$ cat config.mk
export PLATFORM = sky130hd
export DESIGN_NAME = lcg_rng
export DESIGN_NICKNAME = d
export VERILOG_FILES = /design/src/rtl/lcg_pkg.sv /design/src/rtl/lcg_step.sv /design/src/rtl/lcg_scale.sv /design/src/rtl/lcg_rng.sv
export SDC_FILE = /design/constraint.sdc
export NUM_CORES = 2
export LEC_CHECK = 0
export ABC_AREA = 1
export BUFFER_PORTS_ARGS = -buffer_cell sky130_fd_sc_hd__buf_2
export CAP_MARGIN = 40
export CORE_MARGIN = 4
export CORE_UTILIZATION = 66
export DETAILED_ROUTE_END_ITERATION = 8
export GPL_ROUTABILITY_DRIVEN = 0
export PLACE_DENSITY = 0.84
export SLEW_MARGIN = 20
export SYNTH_ARGS = -nofsm -noshare
export SYNTH_HDL_FRONTEND = slang
export SYNTH_SLANG_ARGS = --single-unit
$ cat constraint.sdc
create_clock -name clk -period 9.4 [get_ports clk]
set_input_delay 0.94 -clock clk [delete_from_list [all_inputs] [get_ports clk]]
set_output_delay 0.94 -clock clk [all_outputs]
set_load 0.03 [all_outputs]
$ cat src/rtl/lcg_pkg.sv
package lcg_pkg;

    typedef enum logic [1:0] {
        S_IDLE  = 2'd0,
        S_STEP  = 2'd1,
        S_SCALE = 2'd2
    } lcg_state_e;

    // Multiplier preset table indexed by the load-time select
    function automatic logic [31:0] mult_preset(input logic [1:0] sel);
        logic [31:0] m;
        unique case (sel)
            2'd0: m = 32'd1812433253;
            2'd1: m = 32'd1566083941;
            2'd2: m = 32'd69069;
            default: m = 32'd1664525;
        endcase
        return m;
    endfunction

endpackage

$ cat src/rtl/lcg_step.sv
module lcg_step #(
    parameter int W = 32
) (
    input  logic [W-1:0] cur_i,
    input  logic [W-1:0] mul_i,
    input  logic [W-1:0] add_i,
    output logic [W-1:0] nxt_o
);
    // W-bit context keeps only the low half: modulo 2^W for free
    assign nxt_o = cur_i * mul_i + add_i;
endmodule

$ cat src/rtl/lcg_scale.sv
module lcg_scale #(
    parameter int W = 32
) (
    input  logic [W-1:0] state_i,
    input  logic [W-1:0] range_i,
    output logic [W-1:0] hi_o
);
    localparam int PW = 2 * W;

    logic [PW-1:0] prod;
    logic [W-1:0]  hi_raw;

    assign prod   = {{W{1'b0}}, state_i} * {{W{1'b0}}, range_i};
    assign hi_raw = W'(prod >> W);
    assign hi_o   = (range_i == '0) ? '0 : hi_raw;
endmodule

$ cat src/rtl/lcg_rng.sv
module lcg_rng
    import lcg_pkg::*;
#(
    parameter int          W       = 32,
    parameter logic [31:0] RESET_A = 32'd69069,
    parameter logic [31:0] RESET_C = 32'd69069
) (
    input  logic         clk,
    input  logic         rst_n,
    input  logic         load_i,
    input  logic [W-1:0] seed_i,
    input  logic [1:0]   mul_sel_i,
    input  logic [W-1:0] inc_i,
    input  logic         next_i,
    input  logic [W-1:0] range_i,
    output logic [W-1:0] value_o,
    output logic [W-1:0] scaled_o,
    output logic         valid_o
);

    lcg_state_e  st_q, st_d;
    logic [W-1:0] x_q, a_q, c_q;
    logic [W-1:0] x_nxt, scaled_nxt;

    lcg_step #(.W(W)) u_step (
        .cur_i (x_q),
        .mul_i (a_q),
        .add_i (c_q),
        .nxt_o (x_nxt)
    );

    lcg_scale #(.W(W)) u_scale (
        .state_i (x_q),
        .range_i (range_i),
        .hi_o    (scaled_nxt)
    );

    // Next-state logic: load aborts from any state
    always_comb begin
        st_d = st_q;
        if (load_i) begin
            st_d = S_IDLE;
        end else begin
            unique case (st_q)
                S_IDLE:  if (next_i) st_d = S_STEP;
                S_STEP:  st_d = S_SCALE;
                S_SCALE: st_d = S_IDLE;
                default: st_d = S_IDLE;
            endcase
        end
    end

    // State register
    always_ff @(posedge clk or negedge rst_n) begin
        if (!rst_n) st_q <= S_IDLE;
        else        st_q <= st_d;
    end

    // Datapath and outputs
    always_ff @(posedge clk or negedge rst_n) begin
        if (!rst_n) begin
            x_q      <= '0;
            a_q      <= W'(RESET_A);
            c_q      <= W'(RESET_C) | W'(1);
            value_o  <= '0;
            scaled_o <= '0;
            valid_o  <= 1'b0;
        end else begin
            valid_o <= 1'b0;
            if (load_i) begin
                x_q <= seed_i;
                a_q <= W'(mult_preset(mul_sel_i));
                c_q <= inc_i | W'(1);
            end else begin
                unique case (st_q)
                    S_STEP:  x_q <= x_nxt;
                    S_SCALE: begin
                        value_o  <= x_q;
                        scaled_o <= scaled_nxt;
                        valid_o  <= 1'b1;
                    end
                    default: ;
                endcase
            end
        end
    end

    // valid is a single-cycle pulse
    p_valid_pulse_r3: assert property (@(posedge clk) disable iff (!rst_n)
        valid_o |=> !valid_o);

    // a pending scale without load yields a pulse
    p_scale_emits_r3: assert property (@(posedge clk) disable iff (!rst_n)
        (st_q == S_SCALE && !load_i) |=> valid_o);

    // a load overrides everything and installs the seed
    p_load_wins_r5: assert property (@(posedge clk) disable iff (!rst_n)
        load_i |=> (x_q == $past(seed_i) && !valid_o));

    // scaled value stays below a nonzero range
    p_scale_bound_r6: assert property (@(posedge clk) disable iff (!rst_n)
        (valid_o && $past(range_i) != '0) |-> (scaled_o < $past(range_i)));

    // zero range gives zero
    p_zero_range_r7: assert property (@(posedge clk) disable iff (!rst_n)
        (valid_o && $past(range_i) == '0) |-> (scaled_o == '0));

    // outputs hold when no pulse
    p_hold_r9: assert property (@(posedge clk) disable iff (!rst_n)
        (st_q != S_SCALE) |=> ($stable(value_o) && $stable(scaled_o)));

endmodule

* Word-level counts from Yosys, hierarchy flattened *
Index checks and enable logic that the tools add are counted.
Widths: inputs -> output; s select.

storage, ports and cells
  register bits after elaboration = 162
  bits of input ports = 102
  output and inout bits = 65
  word-level logic and storage cells = 30

operators by class
  add/sub/neg operators = 1
  multiply operators = 2
  eq/ne operators = 5
  mux-type cells = 9
  bitwise operators = 1
  reduce and logical (&&, ||, !) cells = 5

operators with widths
  cell                count
  $mux 32             3
  $pmux 31 s3         1
  $mul 32x32->64      1
  $add 32x32->32      1
  $logic_not 32->1    1
  $mul 32x32->32      1
  $eq 2x1->1 const B  2
  $eq 2x2->1 const B  2
  $logic_not 2->1     2
  $mux 2              2
  $pmux 2 s2          1
  $ne 3x3->1 const B  1
  $mux 1              2
  $reduce_and 2->1    1
  $reduce_bool 2->1   1
  $not 1->1           1

* Logic depth before layout (Yosys ltp) *
  word-level depth = 4
  gate-level depth with buffers = 34
  mapped depth without buffers = 32

* By module *
Synthesis repeated with hierarchy kept, for this count alone.

unflattened totals
  cell total of the unflattened synthesis = 7970
  area total of the unflattened synthesis = 59259.3 µm²

by module, submodules not included
  module     instances  cells an instance  area each (µm²)  seq. area each (µm²)
  lcg_scale  1          4808               35278.8          0.0
  lcg_step   1          2457               18032.3          0.0
  lcg_rng    1          705                5948.2           3493.4

* Worst setup path after synthesis *
No wires, ideal clock.

  kind = input -> register
  start point = in range_i[5]
  end point = reg scaled_o[20]
  setup time = 0.118 ns
  arrival time = 6.984 ns
  required time = 9.282 ns
  setup slack = 2.298 ns
  stages on the path = 25
  path buffers = 2
  cells stage by stage = clkbuf_1 -> clkbuf_1 -> nand2_1 -> fa_1 -> inv_1 -> fa_1 -> fa_1 -> inv_1 -> fa_1 -> inv_1 -> fa_1 -> fa_1 -> fa_1 -> inv_1 -> fa_1 -> inv_1 -> ha_1 -> a21oi_1 -> o21ai_0 -> a21oi_1 -> o21ai_0 -> a221oi_1 -> nand3b_1 -> nand3_1 -> nand2_1

between the ends
  longest elaborated chain between the ends = 2
  elaborated cells between the ends (all ways) = 3
  those cells by class = 1 x mul; 1 x mux; 1 x reduce/logical

RTL lines
  item                                                       line                              RTL
  start: declaration                                         lcg_rng.sv:15                     input logic [W-1:0] range_i,
  $mul 32x32->64 / $logic_not 32->1 (equally long branches)  lcg_scale.sv:13, lcg_scale.sv:15
  $mux 32 (*)                                                lcg_scale.sv:15                   assign hi_o = (range_i == '0) ? '0 : hi_raw;
  end signal: assignment                                     lcg_rng.sv:79                     scaled_o <= scaled_nxt;
  end: declaration                                           lcg_rng.sv:17                     output logic [W-1:0] scaled_o,

Mark *: on every way between the ends. The rest lies on a longest branch, timed or not.
A chain may end at the register's enable or synchronous reset.

* Final worst setup path *
  start point = reg x_q[23]
  end point = reg scaled_o[20]

between the ends
  longest elaborated chain between the ends = 2

RTL lines
  item                      line             RTL
  start: declaration        lcg_rng.sv:22    logic [W-1:0] x_q, a_q, c_q;
  start signal: assignment  lcg_rng.sv:71    x_q <= seed_i;
  start signal: assignment  lcg_rng.sv:76    S_STEP: x_q <= x_nxt;
  $mul 32x32->64            lcg_scale.sv:13  assign prod = {{W{1'b0}}, state_i} * {{W{1'b0}}, range_i};
  $mux 32                   lcg_scale.sv:15

No other way between the ends.

==> flow_summary.json <==
{
  "status": "finished clean",
  "worst-path-buf-inv": 6,
  "timing.final.crit_share_pct": 86.1,
  "regToRegSetupSlack_ns": 1.30,
  "fin_tns_setup_ns": 0,
  "syn_inst": 6966,
  "grt_start_max_net_pins": 69,
  "fin_crit_ns": 8.10,
  "postPlaceCellArea_um2": 56100,
  "ys_types": 46,
  "antenna_found_initial": 6,
  "worstMarginPinSlew_ns": 0.973,
  "drive_gt1_share_pct": 4.85,
  "coreArea_um2": 82000,
  "seq_area_frac_synth_pct": 6.41,
  "cts_tree": "built",
  "die_area_um2": 87200,
  "gr-usage-all-layers_pct": 38.0,
  "yosysWarnings": 0,
  "synth_top_area_cell": "fa_1",
  "cts_sinks": 139,
  "timing.rr.start": "x_q[23]$_DFFE_PN0P_",
  "crit_required_ns": 9.75,
  "synth_edf_count": 0,
  "final-max-slew-violation-count": 0,
  "reg2reg_to": "scaled_o[20]$_DFFE_PN0P_",
  "cp.arrival_ns": 8.44,
  "clock_path_buffers": 2,
  "final_nets": 8718,
  "drt_iter0_drc": 5342,
  "via_count": 45300,
  "htreeDepth": 4,
  "numCtsBuffers": 17,
  "drt_first_pass_iters": 9,
  "end_kind": "register",
  "initial_core_util_pct": 66.5,
  "clock_latency_ns": 0.46,
  "die_height_um": 295,
  "grt_first_pass_wirelength_mm": 255,
  "finalHoldViolations": 0,
  "path_class": "reg -> reg",
  "synth-seq-cells": 139,
  "vias_per_cell": 5.66,
  "worst_path_max_delay_cell": "dfrtp_1",
  "fin_area_um2": 56900,
  "reg2reg_depth": 24,
  "ys.flop_type": "dfrtp_1",
  "synth_area_leaders": "fa_1 (45%), inv_1 (15%), nand2_1 (13%)",
  "post_cts_resized": 0,
  "grt.overflow.total": 0,
  "fin_cells": 8001,
  "postRouteAntennaNets": 0,
  "rows": 105,
  "cts_hold_buf": 0,
  "dp.cells": 7955,
  "hp-class": "in -> async",
  "grt_pass1_vias": 48600,
  "synth.top_cell.area_share_pct": 45.3,
  "synthArstFlopShare_pct": 100,
  "cpPeakStageDelay_ns": 0.93,
  "fin_util_pct": 69.4,
  "crit_chain": "buf_4 -> nand2_1 -> inv_1 -> fa_1 -> fa_1 -> inv_1 -> fa_1 -> fa_1 -> inv_1 -> fa_1 -> fa_1 -> fa_1 -> inv_1 -> fa_1 -> inv_1 -> ha_1 -> a21oi_1 -> o21ai_0 -> a21oi_1 -> o21ai_0 -> a221oi_1 -> nand3b_1 -> nand3_1 -> nand2_1",
  "route.detailed.drc": 0,
  "setup_viol": 0,
  "cp_max_fo": 23,
  "cpLargestDelayFamily": "adder cells",
  "area_growth_pct": 4.47,
  "wire_per_inst_um": 19.9,
  "port_buffers": 165,
  "avgSynthCellArea_um2": 7.82,
  "drt-total-wl_mm": 159,
  "fin_worst_skew_ns": 0.0180,
  "clock-root-buffer": "clkbuf_16",
  "clkTransAtPathRegs_ns": 0.07,
  "synth_area_um2": 54500,
  "startpoint_type": "register",
  "syn_nets": 8771,
  "fill_cells": 6153,
  "io_pins": 167,
  "post-cts-setup-buffer-count": 0,
  "drv_cap": 0,
  "post-dp-hpwl_mm": 129,
  "max_freq_mhz": 124,
  "worst_path_most_repeated_cell": "fa_1",
  "rsz0062_at_grt": "no",
  "max_slew_margin_pct": 35.1,
  "fp.dieW_um": 295
}
## through the flow
stage | hold slack, ns | worst slack [ns]
6_report | 0.432 | 1.30
5_1_grt | 0.462 | 1.08
4_1_cts | 0.459 | 1.54
3_5_place_dp | 0.458 | 1.24
3_3_place_gp | 0.437 | 1.29
2_1_floorplan | 0.423 | 2.30
## cell type report
| cell class | count | area, µm² | share of cell area [%] |
|---|---|---|---|
| diodes | 5 | 12.5 | 0.0220 |
| well taps | 1070 | 1340 | 2.35 |
| inverters | 2229 | 8370 | 14.7 |
| clock buffers | 17 | 425 | 0.748 |
| multi-input cells | 4279 | 41400 | 72.7 |
| repair buffers | 247 | 1700 | 2.98 |
| clock inverters | 15 | 178 | 0.312 |
| flip-flops and latches | 139 | 3520 | 6.18 |
## worst max path at each step
stage                             start                  endpoint  slack, ns  cells past startpoint
floorplan                    range_i[5]  scaled_o[20]$_DFFE_PN0P_       2.30                     25
global placement            range_i[17]  scaled_o[27]$_DFFE_PN0P_       1.29                     23
detailed placement           range_i[7]  scaled_o[20]$_DFFE_PN0P_       1.24                     24
CTS                 x_q[23]$_DFFE_PN0P_  scaled_o[20]$_DFFE_PN0P_       1.54                     24
global route        x_q[23]$_DFFE_PN0P_  scaled_o[20]$_DFFE_PN0P_       1.08                     24
finish              x_q[23]$_DFFE_PN0P_  scaled_o[20]$_DFFE_PN0P_       1.30                     24
## flip-flops by register name, summed over array words and instances (netlist names)
register  count
a_q           9
c_q          31
scaled_o     32
st_q          2
valid_o       1
value_o      32
x_q          32
## layer usage
| metal | share of wire, % | GRT usage, % | routed length [µm] | vias to the layer above |
|---|---|---|---|---|
| li1 | - | - | - | 19400 |
| met1 | 34 | 49.0 | 54700 | 22000 |
| met2 | 44 | 58.4 | 69700 | 3180 |
| met3 | 15 | 12.3 | 24200 | 739 |
| met4 | 6.8 | 19.1 | 10800 | 4 |
| met5 | 0.014 | 0 | 23 | - |
## cells in the final DEF, fill, tap and decap left out, drive strengths merged, types with 17 or more instances in the layout
cell type and instances:
fa 1234, nor3 20, dfrtp 127, inv 2238, nor2 190, nand3 104
nand2 1847, a21oi 123, clkbuf 17, o21ai 125, ha 469, buf 247
## cells in the mapped netlist (all sizes together), types with 14 or more instances
cell type,n
a31oi,14
dfrtp,127
buf,50
o21bai,15
nand3,104
a21oi,123
o21ai,125
fa,1234
nor4,14
inv,2229
clkbuf,269
nor2,190
nand2,1847
ha,469
a21o,15
nor3,20
## kinds of logic (layout without fill, tap and decap cells)
group | Yosys count | count (layout) | synth area share (%)
flops | 139 | 139 | 6.41
buf+inv | 2548 | 2508 | 17.7
compound gates | 344 | 344 | 3.63
other cells | 0 | 5 | 0
xor+xnor | 26 | 26 | 0.418
simple gates | 2206 | 2206 | 15.8
fa+ha+maj | 1703 | 1703 | 56.1
Power is not shown: default switching activity piles up to over one toggle a cycle in this logic, so the estimate is an artifact.
